**src/rtl/zbv_pkg.sv**
```systemverilog
package zbv_pkg;

  localparam int WAY_W    = 4;
  localparam int MAX_MODS = 16;

  // Sum of the per-group replication counts packed as WAY_W-bit fields.
  function automatic int total_votes(input int nmods, input logic [63:0] ways);
    int acc;
    acc = 0;
    for (int i = 0; i < MAX_MODS; i++) begin
      if (i < nmods) acc += int'(ways[i*WAY_W +: WAY_W]);
    end
    return acc;
  endfunction

endpackage

```
**src/rtl/zbv_lane.sv**
```systemverilog
module zbv_lane (
  input  logic clk,
  input  logic rst_n,
  input  logic clr,
  input  logic take,
  input  logic vld,
  input  logic val,
  output logic seen_q,
  output logic zero_q,
  output logic seen_d,
  output logic zero_d,
  output logic dup
);

  logic upd;

  always_comb begin
    seen_d = seen_q;
    zero_d = zero_q;
    upd    = 1'b0;
    if (clr) begin
      seen_d = 1'b0;
      zero_d = 1'b0;
      upd    = 1'b1;
    end else if (take && vld && !seen_q) begin
      seen_d = 1'b1;
      zero_d = ~val;
      upd    = 1'b1;
    end
  end

  assign dup = !clr && take && vld && seen_q;

  always_ff @(posedge clk or negedge rst_n) begin
    if (!rst_n) begin
      seen_q <= 1'b0;
      zero_q <= 1'b0;
    end else if (upd) begin
      seen_q <= seen_d;
      zero_q <= zero_d;
    end
  end


  zero_implies_seen_chk: assert property (@(posedge clk) disable iff (!rst_n)
    zero_q |-> seen_q);


  seen_drop_only_on_clr_chk: assert property (@(posedge clk) disable iff (!rst_n)
    $fell(seen_q) |-> $past(clr));

endmodule

```
**src/rtl/zbv_tally.sv**
```systemverilog
module zbv_tally #(
  parameter int NUM_VOTES = 4,
  parameter int ZERO_THR  = 2
) (
  input  logic [NUM_VOTES-1:0] seen_d,
  input  logic [NUM_VOTES-1:0] zero_d,
  input  logic                 decided_q,
  input  logic                 clr,
  output logic                 fire,
  output logic                 fire_val,
  output logic                 early
);

  localparam int CW = $clog2(NUM_VOTES + 1);

  logic [CW-1:0] zc;
  logic [CW-1:0] sc;
  logic          thr_hit;
  logic          all_in;

  always_comb begin
    zc = '0;
    sc = '0;
    for (int i = 0; i < NUM_VOTES; i++) begin
      zc = zc + CW'(zero_d[i]);
      sc = sc + CW'(seen_d[i]);
    end
  end

  assign thr_hit  = (zc >= CW'(ZERO_THR));
  assign all_in   = (sc == CW'(NUM_VOTES));
  assign fire     = !decided_q && !clr && (thr_hit || all_in);
  assign fire_val = !thr_hit;
  assign early    = thr_hit && !all_in;

endmodule

```
**src/rtl/zbv_stats.sv**
```systemverilog
module zbv_stats #(
  parameter int CNT_W = 16
) (
  input  logic             clk,
  input  logic             rst_n,
  input  logic             fire,
  input  logic             early,
  output logic [CNT_W-1:0] fast_cnt,
  output logic [CNT_W-1:0] full_cnt
);

  logic             fast_en;
  logic             full_en;
  logic [CNT_W-1:0] fast_d;
  logic [CNT_W-1:0] full_d;

  always_comb begin
    fast_en = fire && early;
    full_en = fire && !early;
    fast_d  = fast_cnt + CNT_W'(1);
    full_d  = full_cnt + CNT_W'(1);
  end

  always_ff @(posedge clk or negedge rst_n) begin
    if (!rst_n) fast_cnt <= '0;
    else if (fast_en) fast_cnt <= fast_d;
  end

  always_ff @(posedge clk or negedge rst_n) begin
    if (!rst_n) full_cnt <= '0;
    else if (full_en) full_cnt <= full_d;
  end


  cnt_idle_without_fire_chk: assert property (@(posedge clk) disable iff (!rst_n)
    !fire |=> ($stable(fast_cnt) && $stable(full_cnt)));


  one_cnt_per_fire_chk: assert property (@(posedge clk) disable iff (!rst_n)
    fire |=> ($stable(fast_cnt) != $stable(full_cnt)));

endmodule

```
**src/rtl/zbv_voter.sv**
```systemverilog
module zbv_voter #(
  parameter int          NUM_MODS = 3,
  parameter logic [63:0] MOD_WAYS = 64'h123,
  parameter int          ZERO_THR = 1,
  parameter int          CNT_W    = 16,
  localparam int         NUM_VOTES = zbv_pkg::total_votes(NUM_MODS, MOD_WAYS)
) (
  input  logic                 clk,
  input  logic                 rst_n,
  input  logic                 win_clr,
  input  logic [NUM_VOTES-1:0] vote_vld,
  input  logic [NUM_VOTES-1:0] vote_val,
  output logic                 dec_vld,
  output logic                 dec_val,
  output logic                 dup_err,
  output logic [CNT_W-1:0]     fast_cnt,
  output logic [CNT_W-1:0]     full_cnt
);

  logic [NUM_VOTES-1:0] seen_q;
  logic [NUM_VOTES-1:0] zero_q;
  logic [NUM_VOTES-1:0] seen_d;
  logic [NUM_VOTES-1:0] zero_d;
  logic [NUM_VOTES-1:0] dup_v;

  logic decided_q, decided_d;
  logic dec_vld_d, dec_val_d;
  logic dup_d;
  logic fire, fire_val, early;

  for (genvar g = 0; g < NUM_VOTES; g++) begin : g_lane
    zbv_lane u_lane (
      .clk    (clk),
      .rst_n  (rst_n),
      .clr    (win_clr),
      .take   (!decided_q),
      .vld    (vote_vld[g]),
      .val    (vote_val[g]),
      .seen_q (seen_q[g]),
      .zero_q (zero_q[g]),
      .seen_d (seen_d[g]),
      .zero_d (zero_d[g]),
      .dup    (dup_v[g])
    );
  end

  zbv_tally #(
    .NUM_VOTES (NUM_VOTES),
    .ZERO_THR  (ZERO_THR)
  ) u_tally (
    .seen_d    (seen_d),
    .zero_d    (zero_d),
    .decided_q (decided_q),
    .clr       (win_clr),
    .fire      (fire),
    .fire_val  (fire_val),
    .early     (early)
  );

  zbv_stats #(
    .CNT_W (CNT_W)
  ) u_stats (
    .clk      (clk),
    .rst_n    (rst_n),
    .fire     (fire),
    .early    (early),
    .fast_cnt (fast_cnt),
    .full_cnt (full_cnt)
  );

  always_comb begin
    decided_d = win_clr ? 1'b0 : (decided_q || fire);
    dec_vld_d = fire;
    dec_val_d = fire ? fire_val : dec_val;
    dup_d     = dup_err || (|dup_v);
  end

  always_ff @(posedge clk or negedge rst_n) begin
    if (!rst_n) begin
      decided_q <= 1'b0;
      dec_vld   <= 1'b0;
      dec_val   <= 1'b1;
      dup_err   <= 1'b0;
    end else begin
      decided_q <= decided_d;
      dec_vld   <= dec_vld_d;
      dec_val   <= dec_val_d;
      dup_err   <= dup_d;
    end
  end


  single_pulse_chk: assert property (@(posedge clk) disable iff (!rst_n)
    dec_vld |=> !dec_vld);


  dup_sticky_chk: assert property (@(posedge clk) disable iff (!rst_n)
    dup_err |=> dup_err);


  dec_val_hold_chk: assert property (@(posedge clk) disable iff (!rst_n)
    !dec_vld |-> $stable(dec_val));


  one_needs_all_chk: assert property (@(posedge clk) disable iff (!rst_n)
    (dec_vld && dec_val) |-> (&seen_q));


  zero_needs_thr_chk: assert property (@(posedge clk) disable iff (!rst_n)
    (dec_vld && !dec_val) |-> ($countones(zero_q) >= ZERO_THR));

endmodule

```
**config.mk**
```make
export PLATFORM = sky130hd
export DESIGN_NAME = zbv_voter
export DESIGN_NICKNAME = d
export VERILOG_FILES = /design/src/rtl/zbv_pkg.sv /design/src/rtl/zbv_lane.sv /design/src/rtl/zbv_tally.sv /design/src/rtl/zbv_stats.sv /design/src/rtl/zbv_voter.sv
export SDC_FILE = /design/constraint.sdc
export NUM_CORES = 1
export LEC_CHECK = 0
export CAP_MARGIN = 20
export CORE_AREA = 2 2 72 74
export CTS_CLUSTER_DIAMETER = 80
export CTS_CLUSTER_SIZE = 12
export DETAILED_ROUTE_END_ITERATION = 10
export DIE_AREA = 0 0 74 76
export PLACE_DENSITY = 0.88
export SLEW_MARGIN = 10
export SYNTH_ARGS = -nofsm -noshare
export SYNTH_HDL_FRONTEND = slang
export SYNTH_SLANG_ARGS = --single-unit
```
**constraint.sdc**
```tcl
create_clock -name clk -period 5.2 [get_ports clk]
set_input_delay 1.56 -clock clk [delete_from_list [all_inputs] [get_ports clk]]
set_output_delay 1.56 -clock clk [all_outputs]
set_load 0.005 [all_outputs]
```
Yosys cells after proc, flatten, opt, wreduce, memory -nomap -nowiden

Index checks and enable logic that the tools add are counted.

Bits in registers: 48
Input bits: 15
Output and inout bits: 35
Logic and storage cells: 119

Add/sub/neg operators: 12
Magnitude comparators: 1
Eq/ne operators: 1
Mux-type cells: 37
Bitwise logic cells: 6
Reduce and logical (&&, ||, !) cells: 44

Operators with widths:

| kind                                                                   | number |
|---|---|
| 1-bit two-way mux                                                      | 37 |
| 16-bit by 1-bit adder with 16-bit output (second input constant)       | 2 |
| 1-bit logical AND                                                      | 29 |
| 3-bit by 1-bit adder with 3-bit output                                 | 8 |
| 1-bit zero test                                                        | 11 |
| 1-bit NOT                                                              | 6 |
| 6-bit OR reduction                                                     | 1 |
| 1-bit by 1-bit adder with 2-bit output                                 | 2 |
| 3-bit equality test (second input constant)                            | 1 |
| 3-bit by 1-bit >= comparator with 1-bit output (second input constant) | 1 |
| 1-bit logical OR                                                       | 3 |

Depth between registers and ports, before layout

Depth after elaboration: 15
Mapped depth: 14
Mapped depth without buffers: 13

Hierarchy

A second synthesis with hierarchy kept.

Cells, all modules: 219
Area total of the unflattened synthesis: 2427.3 um^2

Modules (own cells, without submodules):

| module    | times used | cells each | area an instance (um^2) | seq. area each (um^2) |
|---|---|---|---|---|
| zbv_stats | 1          | 119        | 1411.4                  | 800.8 |
| zbv_lane  | 6          | 11         | 110.1                   | 50.0 |
| zbv_tally | 1          | 23         | 216.5                   | 0.0 |
| zbv_voter | 1          | 11         | 138.9                   | 101.3 |

Least setup slack after synthesis

Ideal clock, no wire load.

Path type: input-to-reg
From: input port vote_vld[0]
To: register u_stats.fast_cnt[1]
Library setup time: 0.125 ns
Arrival: 4.696 ns
Required time: 5.075 ns
Setup slack: 0.379 ns
Stages on the path: 12
Buffers on the path: 0
Cell sequence: nor3b_1 nor2_1 a211oi_1 ha_1 inv_1 fa_1 fa_1 inv_1 fa_1 nor3b_1 nor4_1 mux2_2

Cells in the longest elaborated chain, start to end: 13
Elaborated cells on any way between the ends: 23
Those cells by class: 10 x add/sub; 1 x order compare; 1 x eq/ne; 4 x mux; 7 x reduce/logical

Ends and longest elaborated chain:

| what                                                   | RTL line        | source |
|---|---|---|
| start: declaration                                     | zbv_voter.sv:11 | `input logic [NUM_VOTES-1:0] vote_vld,` |
| 1-bit logical AND * (2 in series)                      | zbv_lane.sv:25  | `end else if (take && vld && !seen_q) begin` |
| 1-bit two-way mux *                                    | zbv_lane.sv:25  |  |
| 1-bit two-way mux *                                    | zbv_lane.sv:21  | `if (clr) begin` |
| net g_lane[0].u_lane.zero_d                            | zbv_lane.sv:11  | `output logic zero_d,` |
| 1-bit by 1-bit adder with 2-bit output *               | zbv_tally.sv:25 | `zc = zc + CW'(zero_d[i]);` |
| 3-bit by 1-bit adder with 3-bit output * (4 in series) | zbv_tally.sv:25 |  |
| 3-bit by 1-bit >= comparator with 1-bit output *       | zbv_tally.sv:30 | `assign thr_hit = (zc >= CW'(ZERO_THR));` |
| 1-bit logical OR                                       | zbv_tally.sv:32 | `assign fire = !decided_q && !clr && (thr_hit \|\| all_in);` |
| 1-bit logical AND                                      | zbv_tally.sv:32 |  |
| 1-bit logical AND *                                    | zbv_stats.sv:18 | `fast_en = fire && early;` |
| end signal: assignment                                 | zbv_stats.sv:26 | `else if (fast_en) fast_cnt <= fast_d;` |
| end: declaration                                       | zbv_stats.sv:8  | `output logic [CNT_W-1:0] fast_cnt,` |

Mark *: on every way through the listed nets, which the timed path passes. The rest lies on a longest branch.
A chain may end at the register's enable or synchronous reset.

Final worst setup path

From: input port vote_vld[0]
To: register u_stats.fast_cnt[7]

Same word-level chain as after synthesis.

==> summary.md <==
| Metric | Value |
|---|---|
| Port buffer count | 49 |
| Number of global-route vias before repair | 1899 |
| Crit Path Class | in2reg |
| Drt via density | 5.17 |
| Met1 WL | ~2200 um |
| Net count, final | between 300 and 400 |
| Slew @ Worst Pin | about 0.65 ns |
| Pre-CTS WS | -0.311 ns |
| Worst R2R End | u_stats.full_cnt[10] |
| Synth Area in Compound Gates | 6.21% |
| Mapped Cells | 214 |
| Antenna fix cells | 0 |
| Status | finished clean |
| Final Util | ~65% |
| Clock Pin Slew Worst Setup and Hold Paths | around 0.090 ns |
| Fillers | 370 |
| Most frequent cells in the layout | clkdlybuf4s50_1, dfrtp_1, nor2_1, xnor2_1, buf_4 |
| Core area | roughly 4900 um^2 |
| Starting Density | 48.4% |
| Area of the multi-input gates | around 1100 um^2 |
| Mapped Nets | between 200 and 250 |
| Reg area | 1200 um^2 |
| Minimum setup slack in the final design | between 0.2 and 0.25 ns |
| Unique cell type count in the Yosys netlist | 33 |
| Row count | 26 |
| Max-slew violations | 0 |
| R2R depth | 13 |
| Mapped Area | ~2400 um^2 |
| Num CTS Buffers | 5 |
| Die area | ~5600 um^2 |
| Final setup fails | 0 |
| Antenna violations before repair | 0 |
| Top_reg_cell synth | dfrtp_1 |
| CP arrival | 5.21 ns |
| Clock buffer depth | 2 |
| LEAKAGE | 1.41 nW |
| Syn. warnings | 0 |
| Layout area overhead | 34.0% |
| Share of cells above drive strength 1 | around an eighth |
| Clock Sinks | between 40 and 50 |
| DR top layer | met4 |
| Worst min path class | reg2reg |
| Startpoint type of the worst setup path | primary input |
| Critical path startpoint | vote_vld[0] |
| Hpwl dp | about 3800 um |
| Final hold violation count | 0 |
| Max Cap Viol | 0 |
| Die X | approximately 74 um |
| Commonest non-fill, non-tap cell in the layout | clkdlybuf4s50_1 |
| Drt wl/cell | 14.6 um |
| Xor/xnor share of the synthesized area | 11.1% |
| Register area share after synthesis | 50.6% |
| Ys async rst share | 100% |
| Worst Path Required | between 5 and 6 ns |
| Avg Inst Size Synth | ~11 um^2 |
| Critical R2R Launch | decided_q |
| Min Tclk post-route | 4.99 ns |
| Via count | approximately 1800 |
| Largest family of logic cells by synthesized area | simple AND/OR/NAND/NOR gates |
| Final WL | about 5100 um |
| Worst-skew pair later-pin latency | ~0.30 ns |
| Slew Limit Headroom | about 56% |
| Final non-filler cell total | approximately 350 |
| Die height | about 76 um |
| Fmax | around 200 MHz |
| Worst IR Drop VDD | 0.000187 V |
| Power per cell area | approximately 370 nW/um^2 |
| First-pass GRT wire length | 8700 um |
| Met3 WL post-DR | 227 um |
| Post-CTS setup buffer count | 0 |
| CTS tree | built |
| Cells after DPL | ~340 |
| Crit share post-route | a little over nine tenths |
| Post-Synth Adder-Cell Area | 7.16% |
| Largest net degree at the start of global routing | slightly below 50 |
| Max H-tree Level | 2 |
| Pre-Repair DR Iteration Count | 4 |
| # DRC | 0 |
| Synth Register Bits | 48 |
| Grt total ovfl | 0 |
| Worst Hold Path Cells | 1 |
| Gpl congestion | 0.796 |
| Num ports | 50 |
| Clk root buf | clkbuf_8 |
| Post-route ant nets | 0 |
| Crit path capture type | flop |
| Min-delay src | dup_err |
| Initial drt markers | roughly 100 |
| Simple-gate area share of the yosys netlist | a little over a fifth |
| Multiplexer share of the synthesized area | 0.947% |
| Met2 WL post-DR | approximately 2600 um |
| Worst Hold End | dup_err |
| Setup TNS Final | 0 ns |
| Max Fanout on Critical Path | 10 |
| Gr usage total | between 10% and 20% |
| EDFF count, synth | 0 |
| R2r setup slk | around 1.3 ns |
| Clock skew | slightly above 0.006 ns |
==> cells by family (layout without fill, tap and decap cells) <==
group	count (synthesis)	in the layout
and+or+nand+nor	86	86
buffers and inverters	18	85
AOI/OAI and AO/OA	20	20
xor gates and xnor gates	30	30
muxes	2	2
DFF	48	48
adders and majority gates	10	10
==> critical path, stage by stage <==
cell and delay, ns:
clkdlybuf4s50_1 0.50, nor3b_1 0.29, nor2_1 0.10, a211oi_1 0.23, ha_1 0.26, inv_1 0.07, fa_1 0.42, fa_1 0.37
inv_1 0.08, fa_1 0.44, nor3b_2 0.28, buf_4 0.19, nor4_4 0.05, buf_4 0.16, nand3_1 0.10, xnor2_1 0.12
==> worst max-delay path by stage <==
stage                           endpoint  cells past startpoint
floorplan            u_stats.fast_cnt[1]                     12
global placement     u_stats.fast_cnt[1]                     13
detailed placement   u_stats.fast_cnt[3]                     14
CTS                  u_stats.fast_cnt[3]                     14
global route        u_stats.fast_cnt[11]                     16
finish               u_stats.fast_cnt[7]                     16
==> sequential cells by signal, indices dropped and copies added, names as in the netlist <==
signal                flops
dec_vld                   1
u_stats.full_cnt         16
dup_err                   1
g_lane.u_lane.zero_q      6
g_lane.u_lane.seen_q      6
dec_val                   1
u_stats.fast_cnt         16
decided_q                 1
==> layout make-up <==
cell class / instances / share of cell area (%)
Multi-Input combinational cell: 148 / 35.0
Clock inverter: 2 / 1.22
Clock buffer: 6 / 2.59
Timing Repair Buffer: 64 / 19.2
Tap cell: 70 / 2.75
Inverter: 13 / 1.53
Sequential cell: 48 / 37.7
==> report_power, final <==
part / internal [mW] / total [mW] / leakage, nW / switching (mW)
combinational: 0.213 / 0.410 / 0.721 / 0.197
sequential: 0.426 / 0.488 / 0.624 / 0.0624
clock: 0.157 / 0.286 / 0.0614 / 0.128
==> per-stage QoR <==
step | power, mW | cell area, um^2 | hold WS, ns
final | 1.18 | 3190 | 0.468
after global routing | 1.26 | 3190 | 0.496
after CTS | 1.17 | 3150 | 0.477
after detailed placement | 0.883 | 3030 | 0.456
after global placement | 0.857 | 3030 | 0.454
after floorplan | 0.715 | 2380 | 0.451
==> synth_stat cells (2+ instances only) <==
| cell type | count | share of area (%) |
|---|---|---|
| fa_1 | 6 | 5.1 |
| xor2_1 | 9 | 3.3 |
| mux2_2 | 2 | 0.95 |
| a211o_1 | 4 | 1.5 |
| xnor2_1 | 21 | 7.7 |
| nor4_1 | 5 | 1.3 |
| nand3_1 | 11 | 2.3 |
| nor2b_1 | 8 | 2.1 |
| and3_1 | 4 | 1.1 |
| inv_1 | 13 | 2.1 |
| nor2_1 | 21 | 3.3 |
| a21oi_1 | 3 | 0.63 |
| ha_1 | 4 | 2.1 |
| nand4_1 | 10 | 2.6 |
| nand2b_1 | 2 | 0.53 |
| nand2_1 | 7 | 1.1 |
| nor3_1 | 5 | 1.1 |
| nor3b_1 | 3 | 0.95 |
| clkbuf_1 | 3 | 0.47 |
| a22oi_1 | 3 | 0.95 |
| a211oi_1 | 8 | 2.5 |
| dfrtp_1 | 47 | 49 |
| and4_1 | 2 | 0.74 |
| and2_1 | 4 | 1.1 |
==> metal layers <==
metal | vias to the layer above | track usage, %
met1 | 899 | 25.9
met3 | 9 | 4.37
met4 | 0 | 7.09
met2 | 44 | 32.1
li1 | 864 | -
met5 | - | 0
==> repair_timing <==
item / 4_1_cts / 5_1_grt
hold buffers: 0 / 0
hold endpoints to repair: 0 / 0
gates resized for setup: 0 / 3
setup endpoints to repair: 0 / 14
Note: power is estimated with default switching activity, not from simulation.
